$ cat config.mk
export PLATFORM = sky130hd
export DESIGN_NAME = split_timer_pair
export DESIGN_NICKNAME = d
export VERILOG_FILES = /design/src/rtl/split_timer_pair.sv
export SDC_FILE = /design/constraint.sdc
export NUM_CORES = 1
export LEC_CHECK = 0
export ABC_AREA = 1
export CORE_UTILIZATION = 28
export DETAILED_ROUTE_END_ITERATION = 8
export HOLD_SLACK_MARGIN = 0.05
export MAX_ROUTING_LAYER = met4
export PLACE_DENSITY = 0.52
export SLEW_MARGIN = 20
export SYNTH_ARGS = -nofsm -noshare
export SYNTH_HDL_FRONTEND = slang
export SYNTH_SLANG_ARGS = --single-unit
$ cat constraint.sdc
create_clock -name clk -period 2.2 [get_ports clk]
set_clock_uncertainty 0.15 [all_clocks]
set_input_delay 0.33 -clock clk [delete_from_list [all_inputs] [get_ports clk]]
set_output_delay 0.33 -clock clk [all_outputs]
set_load 0.005 [all_outputs]
$ cat src/rtl/split_timer_pair.sv
module split_timer_pair (
  input  logic        clk,
  input  logic        rst_n,
  input  logic        tick_pre,
  input  logic        cnt0_pin,
  input  logic        cnt1_pin,
  input  logic        gate_pin,
  input  logic        gate_pol,
  input  logic [1:0]  t0_mode,
  input  logic        t0_run,
  input  logic        t0_ext,
  input  logic        t0_gate,
  input  logic        t0_clksel,
  input  logic [1:0]  t1_mode,
  input  logic        t1_run,
  input  logic        t1_ext,
  input  logic        t1_clksel,
  input  logic        ld0,
  input  logic        ld1,
  input  logic [15:0] ld_val,
  input  logic        clr_f0,
  input  logic        clr_f1,
  output logic [15:0] t0_cnt,
  output logic [15:0] t1_cnt,
  output logic        flag0,
  output logic        flag1,
  output logic        t1_ovf
);

  function automatic logic [16:0] step(input logic [1:0] m, input logic [15:0] v);
    case (m)
      2'd0:
        if (v[4:0] == 5'h1F) step = {v[15:8] == 8'hFF, v[15:8] + 8'd1, v[7:5], 5'd0};
        else                 step = {1'b0, v[15:5], v[4:0] + 5'd1};
      2'd1:    step = {v == 16'hFFFF, v + 16'd1};
      2'd2:
        if (v[7:0] == 8'hFF) step = {1'b1, v[15:8], v[15:8]};
        else                 step = {1'b0, v[15:8], v[7:0] + 8'd1};
      default: step = {1'b0, v};
    endcase
  endfunction

  logic [2:0] s0, s1;
  logic [1:0] sg;

  always_ff @(posedge clk or negedge rst_n)
    if (!rst_n) begin
      s0 <= '0; s1 <= '0; sg <= '0;
    end else begin
      s0 <= {s0[1:0], cnt0_pin};
      s1 <= {s1[1:0], cnt1_pin};
      sg <= {sg[0], gate_pin};
    end

  wire split  = (t0_mode == 2'd3);
  wire tick0  = t0_clksel ? tick_pre : 1'b1;
  wire tick1  = t1_clksel ? tick_pre : 1'b1;
  wire rise0  = s0[1] & ~s0[2];
  wire rise1  = s1[1] & ~s1[2];
  wire en0    = t0_run & (~t0_gate | (sg[1] ^ gate_pol));
  wire inc0   = en0 & (t0_ext ? rise0 : tick0);
  wire inc_hi = split & t1_run & tick0;
  wire go1    = (t1_mode != 2'd3) & (split | t1_run);
  wire inc1   = go1 & ((t1_ext & ~split) ? rise1 : tick1);

  wire [16:0] nx0   = step(t0_mode, t0_cnt);
  wire [16:0] nx1   = step(t1_mode, t1_cnt);
  wire [8:0]  lo_nx = {1'b0, t0_cnt[7:0]} + 9'd1;
  wire [8:0]  hi_nx = {1'b0, t0_cnt[15:8]} + 9'd1;

  wire ovf0   = ~ld0 & inc0 & (split ? lo_nx[8] : nx0[16]);
  wire ovf_hi = ~ld0 & inc_hi & hi_nx[8];
  wire ovf1   = ~ld1 & inc1 & nx1[16];

  always_ff @(posedge clk or negedge rst_n)
    if (!rst_n) t0_cnt <= '0;
    else if (ld0) t0_cnt <= ld_val;
    else if (split) begin
      if (inc0)   t0_cnt[7:0]  <= lo_nx[7:0];
      if (inc_hi) t0_cnt[15:8] <= hi_nx[7:0];
    end else if (inc0) t0_cnt <= nx0[15:0];

  always_ff @(posedge clk or negedge rst_n)
    if (!rst_n)    t1_cnt <= '0;
    else if (ld1)  t1_cnt <= ld_val;
    else if (inc1) t1_cnt <= nx1[15:0];

  always_ff @(posedge clk or negedge rst_n)
    if (!rst_n) begin
      flag0  <= 1'b0;
      flag1  <= 1'b0;
      t1_ovf <= 1'b0;
    end else begin
      flag0  <= ovf0 | (flag0 & ~clr_f0);
      flag1  <= ovf_hi | (ovf1 & ~split) | (flag1 & ~clr_f1);
      t1_ovf <= ovf1;
    end

endmodule


# Word-level counts from Yosys, hierarchy flattened

Index checks and enable logic that the tools add are counted.

Bits in registers: 43
Bits of input ports: 38
Output and inout bits: 35
Logic and storage cells: 110

Add/subtract/negate cells: 10
Equal/unequal tests: 21
Muxes and demuxes: 18
Bitwise operators: 32
Reductions and logical operators: 17

Operators with widths:

| kind                                                            | count |
|---|---|
| 17-bit case mux with 3 select lines                             | 2 |
| 16-bit two-way mux                                              | 5 |
| 17-bit two-way mux                                              | 4 |
| 16-bit by 1-bit adder with 16-bit output, second input constant | 2 |
| 8-bit by 1-bit adder with 8-bit output, second input constant   | 4 |
| 16-bit == test, second input constant                           | 2 |
| 8-bit == test, second input constant                            | 4 |
| 8-bit by 1-bit adder with 9-bit output, second input constant   | 2 |
| 1-bit bitwise AND                                               | 18 |
| 8-bit two-way mux                                               | 2 |
| 4-bit nonzero test                                              | 3 |
| 5-bit by 1-bit adder with 5-bit output, second input constant   | 2 |
| 5-bit == test, second input constant                            | 2 |
| 3-bit inequality test, second input constant                    | 3 |
| 3-bit nonzero test                                              | 3 |
| 1-bit NOT                                                       | 8 |
| 2-bit == test, second input constant                            | 3 |
| 2-bit inequality test, second input constant                    | 3 |
| 3-bit AND reduction                                             | 2 |
| 1-bit two-way mux                                               | 5 |
| 1-bit OR                                                        | 5 |
| 5-bit AND reduction                                             | 1 |
| 5-bit nonzero test                                              | 1 |
| 2-bit by 1-bit == test with 1-bit output, second input constant | 2 |
| 7 further kinds                                                 | 10 |

# Longest topological paths before layout

Word-level depth: 10
Mapped depth: 13
Gate-level depth less buffers: 12

# Least setup slack after synthesis

Ideal clock, no wire load.

Path type: reg2reg
Start: register t0_cnt[0]
End: register t0_cnt[8]
Setup time: 126 ps
Data arrival time: 1712 ps
Data required time: 1924 ps
Slack: 212 ps
Stages on the path, launching flop included: 12
Buffers on the path: 0
Clock period less this slack: 1988 ps
Cells stage by stage: dfrtp_1 -> ha_1 -> nand3_2 -> inv_1 -> ha_1 -> or2_1 -> a21oi_2 -> nor2_2 -> nand2_4 -> inv_2 -> nor2_1 -> a21oi_1

Word-level cells in the longest chain between the ends: 5
Elaborated cells between the ends (all ways): 8
Classes of those cells: 1 x add/sub; 2 x eq/ne; 4 x mux; 1 x reduce/logical

Ends and longest elaborated chain:

| element                                  | line | text |
|---|---|---|
| start, declared                          | 23   | `output logic [15:0] t0_cnt,` |
| start signal, assigned                   | 77   | `else if (ld0) t0_cnt <= ld_val;` |
| start signal, assigned                   | 79   | `if (inc0) t0_cnt[7:0] <= lo_nx[7:0];` |
| start signal, assigned                   | 81   | `end else if (inc0) t0_cnt <= nx0[15:0];` |
| 16-bit by 1-bit adder with 16-bit output | 35   | `2'd1: step = {v == 16'hFFFF, v + 16'd1};` |
| 17-bit case mux with 3 select lines      | 31   | `case (m)` |
| 16-bit two-way mux                       | 81   |  |
| 16-bit two-way mux                       | 78   | `else if (split) begin` |
| 16-bit two-way mux                       | 77   |  |

Parallel ways exist; a longest one is shown, timed or not. The select of a mux whose other input is x is not followed.
A chain may end at the register's enable or synchronous reset.

# Final worst setup path

Start: register t0_cnt[0]
End: register t0_cnt[3]

Word-level cells in the longest chain between the ends: 6
Elaborated cells between the ends (all ways): 13
Classes of those cells: 4 x add/sub; 2 x eq/ne; 7 x mux

Ends and longest elaborated chain:

| element                                                        | line   | text |
|---|---|---|
| 8-bit by 1-bit adder with 8-bit output (tied with other cells) | 38     | `else step = {1'b0, v[15:8], v[7:0] + 8'd1};` |
| 17-bit two-way mux (on tied branches)                          | 37, 33 |  |
| 17-bit case mux with 3 select lines                            | 31     |  |
| 16-bit two-way mux                                             | 81     |  |
| 16-bit two-way mux (*)                                         | 78     |  |
| 16-bit two-way mux (*)                                         | 77     |  |

Mark *: on every way between the ends. The rest lies on a longest branch, timed or not. The select of a mux whose other input is x is not followed.

==> flow_summary.json <==
{
  "synthArstFlopShare_pct": 100,
  "netlist_instances": 576,
  "antenna_cells": 0,
  "ir_worst_vdd_v": 0.000340,
  "synth_top_family_by_area": "simple AND/OR/NAND/NOR gates",
  "place_hpwl_mm": 10.3,
  "synth_enable_flop_cells": 0,
  "yosysWarningCount": 0,
  "min_to": "s0[1]$_DFF_PN0_",
  "cp-end-kind": "flop",
  "design.die.area_um2": 13500,
  "root_buffer": "clkbuf_16",
  "globalplace.congestion": 0.885,
  "p_int_w": 0.00214,
  "track_usage_pct": 19.9,
  "cp-start-kind": "flop",
  "final_area_um2": 5120,
  "grt_max_degree": 23,
  "crit_chain": "ha_2 > nand3_2 > inv_1 > ha_1 > or2_4 > buf_4 > nand2_1 > a21oi_1 > nor3_1 > nor2_1 > nor2_1",
  "die_h_um": 116,
  "cp_top_family": "simple AND/OR/NAND/NOR gates",
  "top_usage_layer": "met2",
  "dpl_cell_area_um2": 4910,
  "portBuffers": 72,
  "clockBufferDepth": 2,
  "path_clk_slew_ns": 0.06,
  "drt_iter0_drc": 250,
  "synth_ff_type": "dfrtp_1",
  "synthMuxAreaShare_pct": 1.37,
  "ys_seq_area_share_pct": 29.4,
  "whs_ns": 0.200,
  "synth_seq_cells": 43,
  "antenna_found_initial": 0,
  "synth-simple-area-share_pct": 41.2,
  "synthAdderAreaFrac_pct": 4.45,
  "yosysTopAreaCell": "dfrtp_1",
  "period_share_pct": 92.2,
  "seqPwrFrac_pct": 33.7,
  "drive_gt1_share_pct": 13.0,
  "post_drt_wl_per_cell_um": 14.5,
  "use_met2_pct": 34.6,
  "fin_crit_ns": 2.03,
  "via_per_inst": 4.74,
  "grt_pass1_wl_mm": 20.1,
  "fillers": 1384,
  "power.density_nw_per_um2": 643,
  "critical_path_class": "flop to flop",
  "routed_wl_mm": 12.5,
  "ys_types": 39,
  "met1_usage_pct": 24.1,
  "hold_viol": 0,
  "cts_sinks": 43,
  "cts_tree": "yes",
  "postRouteAntennaNets": 0,
  "critPathArrivalTime_ns": 2.10,
  "reg2reg_setup_slack_ns": 0.17,
  "rsz0062_at_grt": "false",
  "outcome": "finished, final reports clean",
  "min_from": "s0[0]$_DFF_PN0_",
  "clock.fmax_mhz": 493,
  "swShare_pct": 35.1,
  "multi_input_area_um2": 2280,
  "path_buf_inv": 2,
  "gr-total-overflow": 0,
  "r2r-end": "t0_cnt[3]$_DFFE_PN0P_",
  "hold_class": "flop to flop",
  "area_delta_synth_final_pct": 39.8,
  "worst_r2r_path_depth": 11,
  "slew-limit-headroom_pct": 64.6,
  "setup_viol": 0,
  "tightest_slew_ns": 0.531,
  "cap_violations": 0,
  "critical-path-slowest-cell": "dfrtp_1",
  "syn_nets": 627,
  "htreeDepth": 2,
  "syn-cell-area_um2": 3660,
  "worstSkewPairLatency_ns": 0.29,
  "vias": 4101,
  "fp-row-count": 41,
  "ios": 73,
  "start_util_pct": 28.9,
  "whs_path_depth": 0,
  "cts_buffers": 5,
  "p_leak_nw": 2.55,
  "yosys.area.top_type_share_pct": 29.4,
  "final_net_count": 744,
  "grt_pass1_vias": 3985,
  "crit_path_frequent_cell": "nor2_1",
  "comb_power_share_pct": 36.5,
  "synth_area_per_cell_um2": 6.35,
  "regArea_um2": 1080,
  "crit_fanout": 3,
  "core-area_um2": 12700,
  "p_switching_w": 0.00116,
  "p_clk_share_pct": 29.8,
  "synthTopCellsByArea": "dfrtp_1 29%, nand2_1 18%, nor2_1 7.8%",
  "crit_required_ns": 2.27,
  "use_met3_pct": 2.59,
  "slowest_delay_ns": 0.38,
  "synthXorXnorAreaFrac_pct": 2.63,
  "dr.pass1.iters": 5,
  "synth-compound-area-share_pct": 12.5,
  "slew_viol_final": 0,
  "rr_startpoint": "t0_cnt[0]$_DFFE_PN0P_",
  "drcViolationCount": 0,
  "die_w_um": 116
}
## timing repair
action / 4_1_cts / 5_1_grt
endpoints found under the hold margin: 21 / 0
hold buffers: 1 / 0
setup buffers: 0 / 0
resized for setup: 0 / 3
setup endpoints to repair: 0 / 7
## per-stage QoR
step                      worst slack (ns)  setup TNS, ns  power [W]  instances  util [%]
after floorplan                      0.212              0    0.00168        576         -
after global placement              -0.151          -2.20    0.00231        857      38.7
after detailed placement            -0.163          -3.27    0.00231        857      38.7
after CTS                            0.104              0    0.00331        866      40.3
after global routing                0.0337              0    0.00352        866      40.4
final                                0.171              0    0.00329        866      40.4
## worst max-delay path by stage
stage | from | to | cells past startpoint
finish | t0_cnt[0]$_DFFE_PN0P_ | t0_cnt[3]$_DFFE_PN0P_ | 11
global route | t0_cnt[0]$_DFFE_PN0P_ | t0_cnt[2]$_DFFE_PN0P_ | 11
CTS | t0_cnt[0]$_DFFE_PN0P_ | t0_cnt[3]$_DFFE_PN0P_ | 11
detailed placement | t0_mode[1] | t1_cnt[12]$_DFFE_PN0P_ | 13
global placement | t0_mode[0] | t0_cnt[3]$_DFFE_PN0P_ | 10
floorplan | t0_cnt[0]$_DFFE_PN0P_ | t0_cnt[8]$_DFFE_PN0P_ | 11
## area by class of cell
| type | instances | share of cell area, % |
|---|---|---|
| Multi-Input combinational cell | 456 | 44.6 |
| Timing Repair Buffer | 118 | 21.3 |
| Sequential cell | 43 | 21.0 |
| Inverter | 69 | 5.14 |
| Tap cell | 172 | 4.21 |
| Clock buffer | 5 | 2.45 |
| Clock inverter | 3 | 1.32 |
## layout by cell type, fill, tap and decap left out, types with 6 or more instances in the layout
cell type / count
nand2_1: 175
ha_1: 11
xor2_1: 10
a21oi_1: 44
inv_1: 62
nand3_1: 55
clkdlybuf4s50_1: 71
o21ai_0: 24
o21ai_1: 6
dfrtp_1: 43
nor2_1: 76
buf_4: 43
## layer usage
metal,up-vias,part of all wire [%]
li1,2081,-
met4,0,1.1
met2,91,50
met3,17,3.2
met1,1912,45
met5,-,0
## worst register-to-register path: stages (launching register included)
cell and delay (ns):
dfrtp_1 0.38, ha_2 0.20, nand3_2 0.10, inv_1 0.06, ha_1 0.20, or2_4 0.27
buf_4 0.14, nand2_1 0.11, a21oi_1 0.05, nor3_1 0.14, nor2_1 0.07, nor2_1 0.09
## synthesized netlist by cell type (all sizes together), types with 3 or more instances
library cell and n:
mux2i 5, nand3b 3, nor3 5, nor2 85, buf 6, or2 3
ha 13, inv 68, xor2 10, dfrtp 43, nand2 184, o21ai 31
nand4 4, nand3 57, a21oi 46
## state kept, by name (all words and copies together), names as in the netlist
register / cells
flag0: 1
flag1: 1
s0: 3
s1: 3
sg: 2
t0_cnt: 16
t1_cnt: 16
t1_ovf: 1
## kinds of logic (layout without fill, tap and decap cells)
kind of cell / after synthesis / after routing
AOI/OAI and AO/OA: 85 / 85
xor gates and xnor gates: 11 / 11
adders and majority gates: 13 / 13
buffers and inverters: 77 / 195
DFF: 43 / 43
muxes: 5 / 5
and+or+nand+nor: 342 / 342
## power by group through the flow
stage / Clock (W) / Sequential, W / Combinational (W)
final: 0.000982 / 0.00111 / 0.00120
after floorplan: 0 / 0.00107 / 0.000609
after detailed placement: 0 / 0.00112 / 0.00119
after global routing: 0.00104 / 0.00113 / 0.00134
after CTS: 0.00101 / 0.00111 / 0.00120
after global placement: 0 / 0.00112 / 0.00119
Note: power is estimated with default switching activity, not from simulation.
